File: src/rtl/i2c_irq_pkg.sv
package i2c_irq_pkg;

   localparam int unsigned DEF_DATA_W = 32;
   localparam int unsigned DEF_ADDR_W = 8;
   localparam int unsigned DEF_SRC_W  = 10;

   // Source positions; position 8 carries no source
   localparam logic [DEF_SRC_W-1:0] DEF_SRC_MASK = 10'h2FF;

   localparam logic [DEF_ADDR_W-1:0] DEF_OFF_LIVE = 8'h04;
   localparam logic [DEF_ADDR_W-1:0] DEF_OFF_PEND = 8'h10;
   localparam logic [DEF_ADDR_W-1:0] DEF_OFF_MASK = 8'h20;
   localparam logic [DEF_ADDR_W-1:0] DEF_OFF_UNMK = 8'h24;
   localparam logic [DEF_ADDR_W-1:0] DEF_OFF_MSKS = 8'h28;

   localparam int unsigned DEF_LIVE_LSB = 5;
   localparam int unsigned LIVE_W       = 4;

   typedef enum logic [1:0] {
      RD_NONE = 2'd0,
      RD_LIVE = 2'd1,
      RD_PEND = 2'd2,
      RD_MASK = 2'd3
   } rd_sel_e;

   typedef struct packed {
      logic    pend_clr;
      logic    mask_clr;
      logic    mask_set;
      rd_sel_e rd_sel;
   } dec_t;

endpackage

File: src/rtl/i2c_irq_addr_dec.sv
module i2c_irq_addr_dec
   import i2c_irq_pkg::*;
#(
   parameter int unsigned     ADDR_W   = DEF_ADDR_W,
   parameter logic [ADDR_W-1:0] OFF_LIVE = DEF_OFF_LIVE,
   parameter logic [ADDR_W-1:0] OFF_PEND = DEF_OFF_PEND,
   parameter logic [ADDR_W-1:0] OFF_MASK = DEF_OFF_MASK,
   parameter logic [ADDR_W-1:0] OFF_UNMK = DEF_OFF_UNMK,
   parameter logic [ADDR_W-1:0] OFF_MSKS = DEF_OFF_MSKS
) (
   input  logic              wr_en,
   input  logic [ADDR_W-1:0] addr,
   output dec_t              dec
);

   always_comb begin
      dec.pend_clr = wr_en && (addr == OFF_PEND);
      dec.mask_clr = wr_en && (addr == OFF_UNMK);
      dec.mask_set = wr_en && (addr == OFF_MSKS);
      if (addr == OFF_LIVE)      dec.rd_sel = RD_LIVE;
      else if (addr == OFF_PEND) dec.rd_sel = RD_PEND;
      else if (addr == OFF_MASK) dec.rd_sel = RD_MASK;
      else                       dec.rd_sel = RD_NONE;
   end

endmodule

File: src/rtl/i2c_irq_status_bank.sv
module i2c_irq_status_bank
   import i2c_irq_pkg::*;
#(
   parameter int unsigned          SRC_W    = DEF_SRC_W,
   parameter logic [SRC_W-1:0]     SRC_MASK = DEF_SRC_MASK
) (
   input  logic             clk,
   input  logic             rst_n,
   input  logic [SRC_W-1:0] evt,
   input  logic             clr_we,
   input  logic [SRC_W-1:0] clr_bits,
   output logic [SRC_W-1:0] pend_q
);

   for (genvar i = 0; i < SRC_W; i++) begin : g_bit
      if (SRC_MASK[i]) begin : g_live
         always_ff @(posedge clk or negedge rst_n) begin
            if (!rst_n)
               pend_q[i] <= 1'b0;
            else if (evt[i])
               pend_q[i] <= 1'b1;          // a new event beats a clear
            else if (clr_we && clr_bits[i])
               pend_q[i] <= 1'b0;
         end
      end else begin : g_tie
         assign pend_q[i] = 1'b0;
      end
   end

endmodule

File: src/rtl/i2c_irq_mask_bank.sv
module i2c_irq_mask_bank
   import i2c_irq_pkg::*;
#(
   parameter int unsigned      SRC_W    = DEF_SRC_W,
   parameter logic [SRC_W-1:0] SRC_MASK = DEF_SRC_MASK
) (
   input  logic             clk,
   input  logic             rst_n,
   input  logic             set_we,
   input  logic             clr_we,
   input  logic [SRC_W-1:0] wbits,
   output logic [SRC_W-1:0] mask_q
);

   for (genvar i = 0; i < SRC_W; i++) begin : g_bit
      if (SRC_MASK[i]) begin : g_live
         always_ff @(posedge clk or negedge rst_n) begin
            if (!rst_n)
               mask_q[i] <= 1'b1;
            else if (set_we && wbits[i])
               mask_q[i] <= 1'b1;
            else if (clr_we && wbits[i])
               mask_q[i] <= 1'b0;
         end
      end else begin : g_tie
         assign mask_q[i] = 1'b0;
      end
   end

endmodule

File: src/rtl/i2c_irq_unit.sv
module i2c_irq_unit
   import i2c_irq_pkg::*;
#(
   parameter int unsigned        DATA_W   = DEF_DATA_W,
   parameter int unsigned        ADDR_W   = DEF_ADDR_W,
   parameter int unsigned        SRC_W    = DEF_SRC_W,
   parameter logic [SRC_W-1:0]   SRC_MASK = DEF_SRC_MASK,
   parameter int unsigned        LIVE_LSB = DEF_LIVE_LSB,
   parameter logic [ADDR_W-1:0]  OFF_LIVE = DEF_OFF_LIVE,
   parameter logic [ADDR_W-1:0]  OFF_PEND = DEF_OFF_PEND,
   parameter logic [ADDR_W-1:0]  OFF_MASK = DEF_OFF_MASK,
   parameter logic [ADDR_W-1:0]  OFF_UNMK = DEF_OFF_UNMK,
   parameter logic [ADDR_W-1:0]  OFF_MSKS = DEF_OFF_MSKS
) (
   input  logic              clk,
   input  logic              rst_n,
   input  logic              wr_en,
   input  logic [ADDR_W-1:0] addr,
   input  logic [DATA_W-1:0] wdata,
   output logic [DATA_W-1:0] rdata,
   input  logic [SRC_W-1:0]  evt_i,
   input  logic              rx_valid_i,
   input  logic              tx_valid_i,
   input  logic              rx_ovf_i,
   input  logic              bus_busy_i,
   output logic              irq_o
);

   localparam int unsigned PAD_W = DATA_W - SRC_W;
   localparam logic [DATA_W-1:0] SRC_WIDE = {{PAD_W{1'b0}}, SRC_MASK};

   if (SRC_W > DATA_W) begin : g_chk_width
      $error("source vector wider than the data word");
   end
   if (LIVE_LSB + LIVE_W > DATA_W) begin : g_chk_live
      $error("live status field does not fit in the data word");
   end
   if (SRC_MASK == '0) begin : g_chk_src
      $error("no interrupt source enabled");
   end

   dec_t             dec;
   logic [SRC_W-1:0] wbits;
   logic [SRC_W-1:0] evt_v;
   logic [SRC_W-1:0] pend_q;
   logic [SRC_W-1:0] mask_q;
   logic [DATA_W-1:0] live_w;

   assign wbits = SRC_W'(wdata & SRC_WIDE);
   assign evt_v = evt_i & SRC_MASK;

   i2c_irq_addr_dec #(
      .ADDR_W  (ADDR_W),
      .OFF_LIVE(OFF_LIVE),
      .OFF_PEND(OFF_PEND),
      .OFF_MASK(OFF_MASK),
      .OFF_UNMK(OFF_UNMK),
      .OFF_MSKS(OFF_MSKS)
   ) u_dec (
      .wr_en(wr_en),
      .addr (addr),
      .dec  (dec)
   );

   i2c_irq_status_bank #(
      .SRC_W   (SRC_W),
      .SRC_MASK(SRC_MASK)
   ) u_pend (
      .clk     (clk),
      .rst_n   (rst_n),
      .evt     (evt_v),
      .clr_we  (dec.pend_clr),
      .clr_bits(wbits),
      .pend_q  (pend_q)
   );

   i2c_irq_mask_bank #(
      .SRC_W   (SRC_W),
      .SRC_MASK(SRC_MASK)
   ) u_mask (
      .clk   (clk),
      .rst_n (rst_n),
      .set_we(dec.mask_set),
      .clr_we(dec.mask_clr),
      .wbits (wbits),
      .mask_q(mask_q)
   );

   always_comb begin
      live_w = '0;
      live_w[LIVE_LSB +: LIVE_W] = {bus_busy_i, rx_ovf_i, tx_valid_i, rx_valid_i};
   end

   always_comb begin
      unique case (dec.rd_sel)
         RD_LIVE: rdata = live_w;
         RD_PEND: rdata = {{PAD_W{1'b0}}, pend_q};
         RD_MASK: rdata = {{PAD_W{1'b0}}, mask_q};
         default: rdata = '0;
      endcase
   end

   assign irq_o = |(pend_q & ~mask_q);

endmodule

File: config.mk
export PLATFORM = sky130hd
export DESIGN_NAME = i2c_irq_unit
export DESIGN_NICKNAME = d
export VERILOG_FILES = /design/src/rtl/i2c_irq_pkg.sv /design/src/rtl/i2c_irq_addr_dec.sv /design/src/rtl/i2c_irq_status_bank.sv /design/src/rtl/i2c_irq_mask_bank.sv /design/src/rtl/i2c_irq_unit.sv
export SDC_FILE = /design/constraint.sdc
export NUM_CORES = 1
export LEC_CHECK = 0
export ABC_AREA = 1
export BUFFER_PORTS_ARGS = -buffer_cell sky130_fd_sc_hd__buf_2
export CAP_MARGIN = 20
export CORE_UTILIZATION = 45
export CTS_BUF_LIST = sky130_fd_sc_hd__clkbuf_8
export CTS_CLUSTER_SIZE = 10
export DETAILED_ROUTE_END_ITERATION = 10
export PLACE_DENSITY = 0.87
export SYNTH_ARGS = -nofsm -noshare
export SYNTH_HDL_FRONTEND = slang
export SYNTH_SLANG_ARGS = --single-unit
File: constraint.sdc
create_clock -name clk -period 2.5 [get_ports clk]
set_clock_uncertainty 0.2 [all_clocks]
set_input_delay 0.125 -clock clk [delete_from_list [all_inputs] [get_ports clk]]
set_output_delay 0.125 -clock clk [all_outputs]
set_load 0.02 [all_outputs]
## After elaboration in Yosys (flattened, before gate mapping)

Cells that the tools add are included.

- Flip-flop bits (word level): 18
- Input port bits: 57
- Output and inout port bits: 33
- Word-level logic and storage cells: 117

- Eq/ne operators: 8
- Muxes and demuxes: 40
- Bitwise logic cells: 2
- Reduce and logical (&&, ||, !) cells: 49

Operator list:

| kind | number |
|---|---|
| 1-bit 2-to-1 mux | 36 |
| 2-bit nonzero test | 18 |
| 1-bit logical AND | 30 |
| 10-bit case mux with 3 select lines | 1 |
| 8-bit by 6-bit equality test with 1-bit output, second input constant | 3 |
| 10-bit bitwise AND | 1 |
| 10-bit inverter | 1 |
| 10-bit OR reduction | 1 |
| 8-bit by 3-bit equality test with 1-bit output, second input constant | 1 |
| 8-bit by 5-bit equality test with 1-bit output, second input constant | 1 |
| 2-bit 2-to-1 mux | 3 |
| 2-bit equality test, second input constant | 2 |
| 2-bit by 1-bit equality test with 1-bit output, second input constant | 1 |

## Logic depth before layout (Yosys ltp)

- Depth after elaboration: 6
- Mapped depth: 9
- Depth with buffers taken out: 9

## Hierarchy

Synthesis repeated with hierarchy kept, for this count alone.

- Cells, all modules: 209
- Area total of the unflattened synthesis: 1,345.0 um2

Modules (own cells, without submodules):

| module | instances | cells each | area each (um2) | sequential area each (um2) |
|---|---|---|---|---|
| i2c_irq_unit | 1 | 80 | 427.9 | 0.0 |
| i2c_irq_mask_bank | 1 | 49 | 401.6 | 236.5 |
| i2c_irq_status_bank | 1 | 48 | 382.9 | 225.2 |
| i2c_irq_addr_dec | 1 | 32 | 132.6 | 0.0 |

## Least setup slack after synthesis

Ideal clock, no wire load.

- Path type: input -> output
- Start: input port addr[4]
- End: output port rdata[0]
- Data arrival time: 1,054 ps
- Data required time: 2,175 ps
- Path slack: 1,121 ps
- Stages: 6
- Buffers on the path: 0
- Cell sequence: inv_2 > nor2_1 > nand2_1 > nor2_4 > inv_1 > o21ai_0

- Longest elaborated chain between the ends: 6
- Elaborated cells on any way between the ends: 10
- Those cells by class: eq/ne: 6; mux: 4

RTL lines:

| what | line | RTL |
|---|---|---|
| start: declaration | i2c_irq_unit.sv:18 | `input logic [ADDR_W-1:0] addr,` |
| 8-bit by 6-bit equality test with 1-bit output | i2c_irq_addr_dec.sv:22 | `else if (addr == OFF_MASK) dec.rd_sel = RD_MASK;` |
| 2-bit 2-to-1 mux | i2c_irq_addr_dec.sv:22 |  |
| 2-bit 2-to-1 mux | i2c_irq_addr_dec.sv:21 | `else if (addr == OFF_PEND) dec.rd_sel = RD_PEND;` |
| 2-bit 2-to-1 mux * | i2c_irq_addr_dec.sv:20 | `if (addr == OFF_LIVE) dec.rd_sel = RD_LIVE;` |
| 2-bit equality test / 2-bit by 1-bit equality test with 1-bit output (equally long branches) | i2c_irq_unit.sv:95 | `unique case (dec.rd_sel)` |
| 10-bit case mux with 3 select lines * | i2c_irq_unit.sv:95 |  |
| end: declaration | i2c_irq_unit.sv:20 | `output logic [DATA_W-1:0] rdata,` |

Mark *: on every way between the ends. The rest lies on a longest branch, timed or not.

## Final worst setup path

- Start: register u_mask.mask_q[3]
- End: output port irq_o

- Longest elaborated chain between the ends: 3

RTL lines:

| what | line | RTL |
|---|---|---|
| start: declaration | i2c_irq_mask_bank.sv:12 | `output logic [SRC_W-1:0] mask_q` |
| start signal: indexed assignment | i2c_irq_mask_bank.sv:19 | `mask_q[i] <= 1'b1;` |
| start signal: indexed assignment | i2c_irq_mask_bank.sv:21 | `mask_q[i] <= 1'b1;` |
| start signal: indexed assignment | i2c_irq_mask_bank.sv:23 | `mask_q[i] <= 1'b0;` |
| 10-bit inverter | i2c_irq_unit.sv:103 | `assign irq_o = \|(pend_q & ~mask_q);` |
| 10-bit bitwise AND | i2c_irq_unit.sv:103 |  |
| 10-bit OR reduction | i2c_irq_unit.sv:103 |  |
| end: declaration | i2c_irq_unit.sv:26 | `output logic irq_o` |

Every way passes these cells.

==> results_dict.tcl <==
set metrics [dict create \
    vias_per_cell 4.444 \
    yosysWarnings 0 \
    avgSynthCellArea_um2 7.575 \
    die_h_um 55.02 \
    core_region_area_um2 2567 \
    grt_max_degree 19 \
    seq_power_share_pct 46.1 \
    post_cts_buffers 0 \
    cp.required_ns 2.17 \
    rsz0062_at_grt "no" \
    cts-htree-levels 1 \
    async_reset_ff_share_pct 100.0 \
    synth_top_family_by_area "buffers and inverters" \
    ys_ff_latch 18 \
    clockBufferDepth 2 \
    track_usage_pct 20.45 \
    netlist.area_leader.share_pct 18.69 \
    p_int_w 0.0004937 \
    synth_compound_area_share_pct 18.10 \
    synth_simple_gate_area_share_pct 22.16 \
    nets 296 \
    portBuffers 43 \
    worstPathMaxFanout 2 \
    drc 0 \
    worstPathArrival_ns 1.37 \
    clock.fmax_mhz 591.0 \
    setup_viol 0 \
    synth_cell_types 25 \
    syn_to_final_growth_pct 37.29 \
    fin_crit_sh_pct 67.69 \
    overflow 0 \
    synthTopCellsByArea "dfstp_2, dfrtp_1, buf_4" \
    cts.hold.buffers_added 25 \
    postRouteAntennaNets 0 \
    ys_seq_area_share_pct 36.50 \
    hpwl_um 1869 \
    end_kind "primary output" \
    synth_mux_area_share_pct 0 \
    synth_area_leader_cell "dfstp_2" \
    num_rows 18 \
    status "completed" \
    maxSlewViolCount 0 \
    power_frac_comb_pct 18.4 \
    synthAdderAreaFrac_pct 0 \
    fp.dieW_um 55.02 \
    wl_per_cell_um 10.14 \
    cts.clk_slew.worst_paths_ns 0.07 \
    antenna_found_initial 0 \
    routed_wl_um 2718 \
    synth_edf_count 0 \
    postSynthCellCount 167 \
    cp-start-kind "flop" \
    pin_count 90 \
    cts_tree "yes" \
    drv_cap 0 \
    crit_type "flop to primary output" \
    ir_drop_mv 0.3545 \
    synth_xor_area_share_pct 0 \
    vias 1191 \
    hold_slack_ns 0.07704 \
    hold_path_class "primary input to flop" \
    fin_setup_tns_ns 0 \
    die-area_um2 3027 \
    grt_pass1_vias 1102 \
    antenna_cells 0 \
    hold_violations 0 \
    power_density_nw_per_um2 385.4 \
    cts_resized 0 \
    start_util_pct 49.27 \
    cts_buffers 3 \
    drive_gt1_share_pct 30.25 \
    p_switching_w 0.0001755 \
    period_needed_ns 1.692 \
    first_iter_violations 17 \
    dr.pass1.iters 4 \
    insertion_delay_ns 0.26 \
    power_leakage_nw 0.9123 \
    grt_pass1_wl_um 4278 \
    synth_area_um2 1265 \
    cts-root-buf "clkbuf_8" \
    switching_share_pct 26.22 \
    cts_sinks 18 \
    gp_congestion 0.7753 \
    synth-main-ff-cell "dfstp_2" \
    p_clk_share_pct 35.5 \
]
[layout make-up]
cell class	count	area, µm²
Fill cell	205	830.8
Multi-Input combinational cell	115	591.8
Timing Repair Buffer	68	465.4
Sequential cell	18	461.7
Inverter	33	125.1
Clock buffer	4	55.05
Tap cell	30	37.54
[flip-flops by register name, indices dropped and copies added (netlist names)]
register       count
u_pend.pend_q      9
u_mask.mask_q      9
[through the flow]
stage	util [%]	setup slack [ns]	power, W	cells	instance area, µm²
after global routing	67.64	0.7229	0.0007028	268	1737
after floorplan	-	1.121	0.0004000	188	1344
after detailed placement	55.75	0.9937	0.0004124	239	1431
after CTS	67.64	0.7910	0.0006740	268	1737
after global placement	55.75	1.025	0.0004099	239	1431
final	67.64	0.8078	0.0006692	268	1737
[layer usage]
metal / part of all wire (%) / vias up / global-route usage [%] / wire, µm
li1: - / 622 / - / -
met1: 43 / 525 / 21.73 / 1168
met2: 51 / 39 / 39.16 / 1393
met3: 4.0 / 5 / 2.459 / 108
met4: 1.8 / 0 / 10.00 / 48
met5: 0 / - / 0 / 0
[final timing paths]
check                                 start               end  slack (ns)  cells past startpoint
max in group asynchronous             rst_n  u_mask.mask_q[3]        1.65                      2
setup / recovery           u_mask.mask_q[3]             irq_o        0.81                      5
setup reg to reg           u_pend.pend_q[9]  u_pend.pend_q[9]        1.11                      3
min in group asynchronous             rst_n  u_pend.pend_q[6]        0.14                      2
hold reg to reg            u_mask.mask_q[4]  u_mask.mask_q[4]        0.28                      2
hold / removal                      addr[2]  u_mask.mask_q[3]        0.08                      4
[worst max-delay path: stages (launching register included)]
cell and delay, ns:
dfstp_2 0.53, inv_1 0.04, a22o_1 0.20, nor2_1 0.08
nand4_1 0.09, buf_2 0.17
[Yosys cell counts, types with 2 or more instances]
cell type   n
buf_4      22
dfrtp_1     9
dfstp_2     9
inv_1      30
inv_2       2
nand2_1    25
nand2_4     2
nand3_1     6
nor2_1     13
nor2_4      3
o211ai_1    2
o21ai_0    15
o21ai_1     9
o21ai_2     4
o21bai_1    5
o22ai_1     2
[layout by cell type (no fill, tap or decap), types with 2 or more instances in the layout]
cell type	instances
o21ai_1	9
o22ai_1	2
nand2_1	25
conb_1	22
nor2_1	13
o21ai_2	4
o21bai_1	5
nand3_1	6
dlygate4sd3_1	25
buf_2	43
o21ai_0	15
inv_2	2
inv_1	30
clkbuf_8	4
dfrtp_1	9
nor2_4	3
nand2_4	2
o211ai_1	2
dfstp_2	9
[logic make-up (layout without fill, tap and decap cells)]
kind of cell	after synthesis	in the layout
AND/OR/NAND/NOR	55	55
AO/OA/AOI/OAI	38	38
buffers and inverters	55	105
flip-flops	18	18
other	1	22
[power groups by stage]
stage	combinational [W]	clock, W	sequential, W
detailed placement	0.0000989	0	0.000313
CTS	0.000122	0.000244	0.000308
floorplan	0.0000880	0	0.000312
finish	0.000123	0.000238	0.000309
global placement	0.0000969	0	0.000313
global route	0.000138	0.000255	0.000310
No activity file was read; power rests on OpenSTA's default activity.
